**src/rtl/uart_regbank_pkg.sv**
```systemverilog
package uart_regbank_pkg;

  localparam logic [2:0] OFS_DATA  = 3'd0;
  localparam logic [2:0] OFS_IEN   = 3'd1;
  localparam logic [2:0] OFS_IDENT = 3'd2;
  localparam logic [2:0] OFS_LCTL  = 3'd3;
  localparam logic [2:0] OFS_MCTL  = 3'd4;
  localparam logic [2:0] OFS_LSTAT = 3'd5;
  localparam logic [2:0] OFS_MSTAT = 3'd6;
  localparam logic [2:0] OFS_SCR   = 3'd7;

  // low nibble of the identification byte
  typedef enum logic [3:0] {
    ID_MODEM   = 4'h0,
    ID_NONE    = 4'h1,
    ID_TXEMPTY = 4'h2,
    ID_RXDATA  = 4'h4,
    ID_LINE    = 4'h6,
    ID_TMO     = 4'hC
  } intid_e;

  typedef struct packed {
    logic tx_load;
    logic rx_pop;
    logic div_lo_wr;
    logic div_hi_wr;
    logic ien_wr;
    logic fctl_wr;
    logic lctl_wr;
    logic mctl_wr;
    logic scr_wr;
    logic ident_rd;
    logic lstat_rd;
    logic mstat_rd;
  } strobe_t;

endpackage

```
**src/rtl/uart_rb_decode.sv**
```systemverilog
module uart_rb_decode
  import uart_regbank_pkg::*;
#(
  parameter int unsigned AW = 3
) (
  input  logic [AW-1:0] addr,
  input  logic          wr,
  input  logic          rd,
  input  logic          dlab,
  output strobe_t       stb
);

  always_comb begin
    stb = '0;
    if (wr) begin
      unique case (addr)
        OFS_DATA:  begin stb.tx_load = ~dlab; stb.div_lo_wr = dlab; end
        OFS_IEN:   begin stb.ien_wr  = ~dlab; stb.div_hi_wr = dlab; end
        OFS_IDENT: stb.fctl_wr = 1'b1;
        OFS_LCTL:  stb.lctl_wr = 1'b1;
        OFS_MCTL:  stb.mctl_wr = 1'b1;
        OFS_SCR:   stb.scr_wr  = 1'b1;
        default:   ;
      endcase
    end
    if (rd) begin
      unique case (addr)
        OFS_DATA:  stb.rx_pop   = ~dlab;
        OFS_IDENT: stb.ident_rd = 1'b1;
        OFS_LSTAT: stb.lstat_rd = 1'b1;
        OFS_MSTAT: stb.mstat_rd = 1'b1;
        default:   ;
      endcase
    end
  end

endmodule

```
**src/rtl/uart_rb_lstat.sv**
```systemverilog
module uart_rb_lstat #(
  parameter int unsigned ERRS = 4
) (
  input  logic            clk,
  input  logic            rst_n,
  input  logic            clr,
  input  logic [ERRS-1:0] ev,
  output logic [ERRS-1:0] sticky
);

  logic [ERRS-1:0] sticky_d;
  logic            sticky_en;

  always_comb begin
    sticky_en = clr | (|ev);
    sticky_d  = (clr ? '0 : sticky) | ev;
  end

  always_ff @(posedge clk or negedge rst_n) begin
    if (!rst_n)         sticky <= '0;
    else if (sticky_en) sticky <= sticky_d;
  end


  sticky_clear_chk: assert property (@(posedge clk) disable iff (!rst_n)
    (clr && ev == '0) |=> (sticky == '0));


  sticky_keep_chk: assert property (@(posedge clk) disable iff (!rst_n)
    (!clr) |=> ((sticky & $past(sticky)) == $past(sticky)));

endmodule

```
**src/rtl/uart_rb_intid.sv**
```systemverilog
module uart_rb_intid
  import uart_regbank_pkg::*;
#(
  parameter int unsigned IEN_W = 4
) (
  input  logic             clk,
  input  logic             rst_n,
  input  logic [IEN_W-1:0] ien,
  input  logic             err_any,
  input  logic             rx_avail,
  input  logic             rx_tmo,
  input  logic             tx_empty,
  input  logic             modem_any,
  input  logic             ien_arm,
  input  logic             tx_load,
  input  logic             ident_rd,
  output intid_e           code,
  output logic             pending
);

  logic thre_pend, thre_pend_d;
  logic empty_prev;
  logic thre_set, thre_clr;

  always_comb begin
    if      (ien[2] && err_any)   code = ID_LINE;
    else if (ien[0] && rx_avail)  code = ID_RXDATA;
    else if (ien[0] && rx_tmo)    code = ID_TMO;
    else if (ien[1] && thre_pend) code = ID_TXEMPTY;
    else if (ien[3] && modem_any) code = ID_MODEM;
    else                          code = ID_NONE;
    pending = (code != ID_NONE);
  end

  always_comb begin
    thre_set    = (tx_empty & ~empty_prev) | (ien_arm & tx_empty);
    thre_clr    = tx_load | (ident_rd & (code == ID_TXEMPTY));
    thre_pend_d = thre_clr ? 1'b0 : (thre_set ? 1'b1 : thre_pend);
  end

  always_ff @(posedge clk or negedge rst_n) begin
    if (!rst_n) begin
      thre_pend  <= 1'b0;
      empty_prev <= 1'b1;
    end else begin
      thre_pend  <= thre_pend_d;
      empty_prev <= tx_empty;
    end
  end


  thre_read_clear_chk: assert property (@(posedge clk) disable iff (!rst_n)
    (ident_rd && code == ID_TXEMPTY) |=> !thre_pend);


  thre_load_clear_chk: assert property (@(posedge clk) disable iff (!rst_n)
    tx_load |=> !thre_pend);


  line_first_chk: assert property (@(posedge clk) disable iff (!rst_n)
    (ien[2] && err_any) |-> (code == ID_LINE));

endmodule

```
**src/rtl/uart_regbank.sv**
```systemverilog
module uart_regbank
  import uart_regbank_pkg::*;
#(
  parameter int unsigned DW     = 8,
  parameter int unsigned AW     = 3,
  parameter int unsigned ERRS   = 4,
  parameter int unsigned IEN_W  = 4,
  parameter int unsigned MCTL_W = 5,
  parameter int unsigned MDM    = 4
) (
  input  logic              clk,
  input  logic              rst_n,
  input  logic [AW-1:0]     bus_addr,
  input  logic              bus_wr,
  input  logic              bus_rd,
  input  logic [DW-1:0]     bus_wdata,
  output logic [DW-1:0]     bus_rdata,
  output logic              irq,
  input  logic [DW-1:0]     rx_byte,
  input  logic              rx_avail,
  input  logic              rx_tmo,
  input  logic              rx_ev_overrun,
  input  logic              rx_ev_parity,
  input  logic              rx_ev_framing,
  input  logic              rx_ev_break,
  input  logic              rx_fifo_bad,
  input  logic              tx_hold_empty,
  input  logic              tx_all_empty,
  input  logic              fifo_on,
  input  logic [MDM-1:0]    mdm_delta,
  input  logic [MDM-1:0]    mdm_lines,
  output logic              tx_load,
  output logic              rx_pop,
  output logic              fctl_load,
  output logic              mstat_read,
  output logic [2*DW-1:0]   divisor,
  output logic [DW-2:0]     frame_cfg,
  output logic [MCTL_W-1:0] mdm_ctl
);

  localparam int unsigned DLAB_BIT  = DW - 1;
  localparam int unsigned IRQ_GATE  = 3;
  localparam int unsigned ID_PAD    = DW - 6;

  // reset: asserted at once, released two edges later
  logic [1:0] rst_sync;
  logic       rst_s;

  always_ff @(posedge clk or negedge rst_n) begin
    if (!rst_n) rst_sync <= 2'b00;
    else        rst_sync <= {rst_sync[0], 1'b1};
  end
  assign rst_s = rst_sync[1];

  logic [IEN_W-1:0]  ien_q;
  logic [DW-1:0]     lctl_q, scr_q, div_lo_q, div_hi_q;
  logic [MCTL_W-1:0] mctl_q;
  logic [ERRS-1:0]   err_q;
  strobe_t           stb;
  intid_e            code;
  logic              pending;
  logic              dlab;

  assign dlab = lctl_q[DLAB_BIT];

  uart_rb_decode #(.AW(AW)) u_decode (
    .addr (bus_addr),
    .wr   (bus_wr),
    .rd   (bus_rd),
    .dlab (dlab),
    .stb  (stb)
  );

  uart_rb_lstat #(.ERRS(ERRS)) u_lstat (
    .clk    (clk),
    .rst_n  (rst_s),
    .clr    (stb.lstat_rd),
    .ev     ({rx_ev_break, rx_ev_framing, rx_ev_parity, rx_ev_overrun}),
    .sticky (err_q)
  );

  uart_rb_intid #(.IEN_W(IEN_W)) u_intid (
    .clk       (clk),
    .rst_n     (rst_s),
    .ien       (ien_q),
    .err_any   (|err_q),
    .rx_avail  (rx_avail),
    .rx_tmo    (rx_tmo),
    .tx_empty  (tx_hold_empty),
    .modem_any (|mdm_delta),
    .ien_arm   (stb.ien_wr & bus_wdata[1] & ~ien_q[1]),
    .tx_load   (stb.tx_load),
    .ident_rd  (stb.ident_rd),
    .code      (code),
    .pending   (pending)
  );

  // register next-state
  logic [IEN_W-1:0]  ien_d;
  logic [DW-1:0]     lctl_d, scr_d, div_lo_d, div_hi_d;
  logic [MCTL_W-1:0] mctl_d;

  always_comb begin
    ien_d    = bus_wdata[IEN_W-1:0];
    lctl_d   = bus_wdata;
    scr_d    = bus_wdata;
    div_lo_d = bus_wdata;
    div_hi_d = bus_wdata;
    mctl_d   = bus_wdata[MCTL_W-1:0];
  end

  always_ff @(posedge clk or negedge rst_s) begin
    if (!rst_s) begin
      ien_q    <= '0;
      lctl_q   <= '0;
      mctl_q   <= '0;
      scr_q    <= '0;
      div_lo_q <= '0;
      div_hi_q <= '0;
    end else begin
      if (stb.ien_wr)    ien_q    <= ien_d;
      if (stb.lctl_wr)   lctl_q   <= lctl_d;
      if (stb.mctl_wr)   mctl_q   <= mctl_d;
      if (stb.scr_wr)    scr_q    <= scr_d;
      if (stb.div_lo_wr) div_lo_q <= div_lo_d;
      if (stb.div_hi_wr) div_hi_q <= div_hi_d;
    end
  end

  // read multiplexer
  always_comb begin
    unique case (bus_addr)
      OFS_DATA:  bus_rdata = dlab ? div_lo_q : rx_byte;
      OFS_IEN:   bus_rdata = dlab ? div_hi_q : {{(DW-IEN_W){1'b0}}, ien_q};
      OFS_IDENT: bus_rdata = {{2{fifo_on}}, {ID_PAD{1'b0}}, code};
      OFS_LCTL:  bus_rdata = lctl_q;
      OFS_MCTL:  bus_rdata = {{(DW-MCTL_W){1'b0}}, mctl_q};
      OFS_LSTAT: bus_rdata = {rx_fifo_bad, tx_all_empty, tx_hold_empty, err_q, rx_avail};
      OFS_MSTAT: bus_rdata = {mdm_lines, mdm_delta};
      default:   bus_rdata = scr_q;
    endcase
  end

  assign irq        = pending & mctl_q[IRQ_GATE];
  assign tx_load    = stb.tx_load;
  assign rx_pop     = stb.rx_pop;
  assign fctl_load  = stb.fctl_wr;
  assign mstat_read = stb.mstat_rd;
  assign divisor    = {div_hi_q, div_lo_q};
  assign frame_cfg  = lctl_q[DW-2:0];
  assign mdm_ctl    = mctl_q;


  load_needs_data_chk: assert property (@(posedge clk) disable iff (!rst_s)
    (tx_load || rx_pop) |-> !lctl_q[DLAB_BIT]);


  irq_gate_chk: assert property (@(posedge clk) disable iff (!rst_s)
    irq |-> (mdm_ctl[IRQ_GATE] && code != ID_NONE));


  masked_quiet_chk: assert property (@(posedge clk) disable iff (!rst_s)
    (ien_q == '0) |-> !pending);


  div_hold_chk: assert property (@(posedge clk) disable iff (!rst_s)
    !(stb.div_lo_wr || stb.div_hi_wr) |=> $stable(divisor));

endmodule

```
**config.mk**
```make
export PLATFORM = sky130hd
export DESIGN_NAME = uart_regbank
export DESIGN_NICKNAME = d
export VERILOG_FILES = /design/src/rtl/uart_regbank_pkg.sv /design/src/rtl/uart_rb_decode.sv /design/src/rtl/uart_rb_lstat.sv /design/src/rtl/uart_rb_intid.sv /design/src/rtl/uart_regbank.sv
export SDC_FILE = /design/constraint.sdc
export NUM_CORES = 1
export LEC_CHECK = 0
export ABC_AREA = 1
export CAP_MARGIN = 20
export CORE_ASPECT_RATIO = 1.1
export CORE_UTILIZATION = 40
export CTS_BUF_LIST = sky130_fd_sc_hd__clkbuf_8
export DETAILED_ROUTE_END_ITERATION = 7
export PLACE_DENSITY = 0.7
export SLEW_MARGIN = 20
export SYNTH_ARGS = -nofsm -noshare
export SYNTH_HDL_FRONTEND = slang
export SYNTH_SLANG_ARGS = --single-unit
```
**constraint.sdc**
```tcl
create_clock -name clk -period 2.7 [get_ports clk]
set_input_delay 0.405 -clock clk [delete_from_list [all_inputs] [get_ports clk]]
set_output_delay 0.405 -clock clk [all_outputs]
set_load 0.005 [all_outputs]
```
==> results of run 1 <==
==> per-layer routing <==
| metal | track usage, % | vias to the layer above | share of wire (%) |
|---|---|---|---|
| li1 | - | 1271 | - |
| met1 | 32.3 | 1181 | 45 |
| met2 | 37.6 | 99 | 47 |
| met3 | 4.19 | 6 | 6.8 |
| met4 | 4.63 | 0 | 0.77 |
| met5 | 0 | - | 0 |
==> placed cells by master, fill, tap and decap left out <==
| master | instances |
|---|---|
| and3_1 | 1 |
| nor3_2 | 1 |
| o21ai_1 | 16 |
| nand4_1 | 5 |
| inv_2 | 4 |
| inv_1 | 32 |
| nor2_4 | 5 |
| buf_4 | 18 |
| nor3_4 | 3 |
| bufinv_16 | 1 |
| inv_4 | 2 |
| a22oi_1 | 1 |
| nor2_1 | 18 |
| conb_1 | 1 |
| nand3b_1 | 2 |
| dfstp_2 | 1 |
| dfrtp_4 | 1 |
| nand3_1 | 13 |
| o21a_1 | 6 |
| clkbuf_8 | 6 |
| nor2_2 | 2 |
| clkdlybuf4s50_1 | 78 |
| nand3_4 | 1 |
| buf_12 | 1 |
| dfrtp_1 | 47 |
| o21ai_0 | 17 |
| o21ai_2 | 11 |
| nand2_4 | 3 |
| a21oi_1 | 7 |
| o21bai_1 | 5 |
| nand2_1 | 117 |
| dlygate4sd2_1 | 3 |
| nand2_2 | 5 |
| nor3_1 | 2 |
==> kinds of logic (layout without fill, tap and decap cells) <==
kind of cell,count (synthesis),in the layout,share of synthesized area (%)
compound gates,63,63,14.6
buf+inv,43,145,7.47
flops,49,49,46.4
other cells,1,1,0.142
simple gates,178,178,31.4
==> power groups by stage <==
stage / registers [W] / logic [W] / clock network (W)
after global placement: 0.00106 / 0.000747 / 0
after CTS: 0.00105 / 0.000769 / 0.000548
after floorplan: 0.00103 / 0.000307 / 0
final: 0.00105 / 0.000763 / 0.000539
after detailed placement: 0.00106 / 0.000758 / 0
after global routing: 0.00107 / 0.000836 / 0.000583
==> metrics by stage <==
stage | instance area (um^2) | setup WS (ns) | utilization, %
6_report | 3790 | 0.154 | 60.4
5_1_grt | 3790 | 0.00356 | 60.4
4_1_cts | 3790 | 0.154 | 60.4
3_5_place_dp | 3630 | -0.0519 | 58.0
3_3_place_gp | 3630 | -0.0441 | 58.0
2_1_floorplan | 2650 | 1.21 | -
==> area by class of cell <==
class                   instances  area (um^2)  area share [%]
clock buffers                   6         82.6            2.18
clock inverters                 2         33.8           0.892
inverters                      37          144            3.80
multi-input cells             242         1230            32.6
flip-flops and latches         49         1230            32.5
well taps                      80          100            2.64
repair buffers                100          962            25.4
==> sequential cells by signal, indices dropped and copies added, names as in the netlist <==
| register | count |
|---|---|
| lctl_q | 8 |
| scr_q | 8 |
| u_intid.empty_prev | 1 |
| rst_sync | 2 |
| u_intid.thre_pend | 1 |
| u_lstat.sticky | 4 |
| div_hi_q | 8 |
| mdm_ctl | 5 |
| ien_q | 4 |
| div_lo_q | 8 |
==> worst reg2reg max path: cells and delay by family, from the launching register on <==
kind | cells | cell delay, ns
compound gates | 1 | 0.09
buf+inv | 2 | 0.46
simple gates | 3 | 0.44
flops | 1 | 0.38
==> worst min path at each step <==
stage | from | endpoint
global route | rst_n | rst_sync[1]
CTS | rst_n | rst_sync[0]
finish | rst_n | rst_sync[1]
global placement | rst_sync[0] | rst_sync[1]
detailed placement | rst_sync[0] | rst_sync[1]
floorplan | rst_n | rst_sync[0]
==> repair_timing <==
action                     4_1_cts  5_1_grt
pin swaps                        2        0
setup endpoints to repair        9        2
buffers inserted                 2        0
resized for setup                6        1
==> results.md, run 1 <==
- Cell count after synthesis: 334
- Yosys top cell by area: dfrtp_1
- Critical path launch point type: input port
- Worst-margin pin slew: 0.610 ns
- Worst Path Required: 2.30 ns
- CTS tree: done
- Comb pwr share: 32.4%
- Synthesis-stage register bit count: 49
- Vias in the first global route: 2393
- Cell Area, Synth: 0.00265 mm^2
- Clk sinks: 49
- Placer Congestion: 0.884
- DRT iter0 DRCs: 182
- Final hold slack: 0.255 ns
- Slowest cell on crit path: clkdlybuf4s50_1
- Starting Density: 42.2%
- Core area: 0.00627 mm^2
- Final number of max-transition violations: 0
- Top cells by count, synth: nand2_1, dfrtp_1, inv_1
- Worst hold path type: input port to asynchronous set/reset pin
- PortBufs: 81
- Net switching power: 0.000703 W
- Number of enable flip-flop cells after synthesis: 0
- Final nets: 476
- Reg2reg path depth: 6
- Setup TNS: 0 ns
- Via count: 2557
- Tot Pwr: 0.00235 W
- Crit share post-route: 94.3%
- Top-count cell post-synth: nand2_1
- Area contributors post-synth: dfrtp_1, nand2_1, inv_1
- Worst R2R Setup Slack: 1.19 ns
- P_leak: 1.78 nW
- CP Capture Type: primary output
- Switch share: 29.9%
- Power Density: 620 mW/mm^2
- Yosys cell types: 29
- Final non-filler cell total: 516
- Final wirelength: 7670 um
- Most common flop cell mapped by yosys: dfrtp_1
- Routed vias/inst: 4.96
- RSZ-0062 raised after global routing: false
- Later-pin clock latency in the skew report: 0.30 ns
- DR pass1 iterations: 4
- Die area: 0.00695 mm^2
- Die width: 79.6 um
- Filler cells: 574
- IO Count: 82
- Drt drc: 0
- Net Count, Synth: 375
- Final hold viol count: 0
- CP startpoint: bus_addr[1]
- Reg2reg start: lctl_q[7]
- Status: finished clean
- Crit-path leading delay family: buffers and inverters
- Overall die height: 87.3 um
- Reg2Reg Capture Point: ien_q[2]
- Stages on the worst setup path: 10
- Buf+Inv Stages, Crit Path: 4
- CP max stage delay: 0.52 ns
- CTS Buffer Depth: 2
- HPWL after detailed placement: 5820 um
- Largest net degree at the start of global routing: 48
- Most used cell, CP: nand2_1
- Cell-internal power: 0.00165 W
- Setup Crit Path Kind: input port to primary output
- Synthesis Warnings: 0
- Root Buffer: clkbuf_8
- Mean Syn Cell Area: 7.93 um^2
- Final setup violation count: 0
- Grt ovf: 0
- Fin crit period: 2.55 ns
- GRT Overall Usage: 23.1%
- TritonCTS buffer count: 5
- Routed Antenna Nets: 0
- Ys async rst share: 100%
- Rows: 30
- Clk network pwr share: 22.9%
- First-pass GRT wire length: 12100 um
- Antenna cells: 0
- Crit path DAT: 2.14 ns
- Sequential fraction of the synthesis area: 46.4%
- Clock slew at reported path FFs: 0.09 ns
- Crit Path Max Fanout: 6
- CTS H-tree lvls: 2
- Layout cells sized above 1: 14.9%
- Worst rel slew slack: 59.3%
- Initial antenna violation count: 0
- Cts hold-fix bufs: 0
- Critical path cell sequence: dlygate4sd2_1 -> buf_4 -> nor2_4 -> nand2_1 -> inv_2 -> nand2_1 -> nand4_1 -> nor2_1 -> nand3_1 -> clkdlybuf4s50_1
- Placed cell count: 506
- Layout Skew: 0.00831 ns
- Synth top area share: 45.4%
- Area grow syn2layout: 43.1%
- WL/cell: 14.9 um
- Flop pwr share: 44.6%
- Setup crit end: bus_rdata[1]
- Max-Cap Viols: 0
- Maximum VDD drop: 366 uV
- Fmax: 0.393 GHz
Note: power is estimated with default switching activity, not from simulation.
==> inputs of run 2 (changes only) <==
- CORE_ASPECT_RATIO: 1.1 -> 0.6
- SKIP_CTS_REPAIR_TIMING: default -> 1
==> results.md, run 2 (same netlist as run 1, synthesis figures left out) <==
- GRT Overall Usage: 24.0%
- Final wirelength: 7810 um
- Later-pin clock latency in the skew report: 0.31 ns
- Root Buffer: clkbuf_8
- Power Density: 600 mW/mm^2
- Reg2reg path depth: 5
- Fmax: 0.397 GHz
- Worst setup margin: 0.178 ns
- Worst rel slew slack: 60.3%
- Commonest non-fill, non-tap cells in the layout: nand2_1, clkdlybuf4s50_1, dfrtp_1, inv_1
- Final number of max-transition violations: 0
- Worst-margin pin slew: 0.596 ns
- P_leak: 1.78 nW
- Commonest non-fill, non-tap cell in the layout: nand2_1
- Routed vias/inst: 4.99
- Filler cells: 572
- CTS tree: done
- Critical path launch point type: flip-flop
- CTS Buffer Depth: 2
- CP startpoint: lctl_q[7]
- Clk sinks: 49
- Rows: 22
- Worst hold path type: input port to asynchronous set/reset pin
- Layout Skew: 0.00625 ns
- Routed Antenna Nets: 0
- Clock slew at reported path FFs: 0.09 ns
- Starting Density: 42.4%
- Crit Path Max Fanout: 9
- CP Capture Type: primary output
- Setup Crit Path Kind: flip-flop to primary output
- Via count: 2594
- PortBufs: 81
- DRT iter0 DRCs: 172
- CTS H-tree lvls: 2
- Placed cell count: 512
- Placer Congestion: 0.895
- Antenna cells: 0
- Crit path DAT: 2.12 ns
- Die area: 0.00696 mm^2
- Reg2reg start: lctl_q[7]
- Die width: 107 um
- Crit share post-route: 93.4%
- Core area: 0.00625 mm^2
- Maximum VDD drop: 328 uV
- IO Count: 82
- First-pass GRT wire length: 12500 um
- HPWL after detailed placement: 6240 um
- Reg2Reg Capture Point: div_lo_q[7]
- Area grow syn2layout: 42.8%
- Initial antenna violation count: 0
- Fin crit period: 2.52 ns
- Post-place setup slack: -0.0884 ns
- Vias in the first global route: 2431
- Worst R2R Setup Slack: 1.09 ns
- Grt ovf: 0
- Final hold viol count: 0
- Overall die height: 65.0 um
- Final non-filler cell total: 520
- Max-Cap Viols: 0
- Worst Path Required: 2.30 ns
- Largest net degree at the start of global routing: 48
- WL/cell: 15.0 um
- Final nets: 476
- DR pass1 iterations: 4
- TritonCTS buffer count: 5
- Drt drc: 0
- Setup crit end: bus_rdata[0]
- Status: finished clean
- RSZ-0062 raised after global routing: false
- Final setup violation count: 0
- Layout cells sized above 1: 15.1%
==> run 2: per-stage QoR <==
stage	hold slack (ns)	power, W	utilization [%]	area [um^2]	TNS (ns)
6_report	0.243	0.00227	60.5	3780	0
5_1_grt	0.236	0.00241	60.5	3780	0
4_1_cts	0.243	0.00227	60.1	3760	-0.507
3_5_place_dp	0.343	0.00184	58.7	3670	-0.409
3_3_place_gp	0.337	0.00182	58.7	3670	-0.183
2_1_floorplan	0.109	0.00134	-	2650	0
==> run 2: worst min-delay path by stage <==
stage                 from          end  slack (ns)  cells past startpoint
6_report             rst_n  rst_sync[1]        0.24                      1
5_1_grt              rst_n  rst_sync[1]        0.24                      1
4_1_cts              rst_n  rst_sync[0]        0.24                      1
3_5_place_dp   rst_sync[0]  rst_sync[1]        0.34                      0
3_3_place_gp   rst_sync[0]  rst_sync[1]        0.34                      0
2_1_floorplan        rst_n  rst_sync[0]        0.11                      0
==> run 2: report_power, final <==
| group | internal [W] | switching (W) | leakage, nW |
|---|---|---|---|
| Sequential | 0.000898 | 0.000151 | 0.590 |
| Combinational | 0.000455 | 0.000325 | 1.15 |
| Clock | 0.000182 | 0.000259 | 0.0364 |
==> run 2: routing by layer <==
layer | GRT usage (%) | share of wire [%] | up-vias
met1 | 37.4 | 50 | 1211
met2 | 33.5 | 41 | 100
met5 | 0 | 0 | -
met4 | 5.65 | 1.3 | 0
met3 | 4.63 | 8.0 | 11
li1 | - | - | 1272
==> run 2: final cells by class <==
cell class	instances	area, um^2	share of cell area (%)
repair buffers	100	973	25.8
flip-flops and latches	49	1230	32.6
well taps	84	105	2.78
clock buffers	5	68.8	1.82
multi-input cells	242	1230	32.7
inverters	37	144	3.81
clock inverters	3	22.5	0.596
==> run 2: critical path: stages (launching register included) <==
cell	delay, ns
dfrtp_1	0.39
inv_1	0.28
buf_4	0.21
nand2_1	0.05
nand2_1	0.07
nand2_1	0.06
nand4_1	0.11
nor2_1	0.04
nand3_1	0.09
clkdlybuf4s50_1	0.51
==> inputs of run 3 (changes only) <==
- ABC_CLOCK_PERIOD_IN_PS: default -> 2700
==> results of run 3 <==
Same layout as run 2: the final DEF is identical, and so are final timing and power.
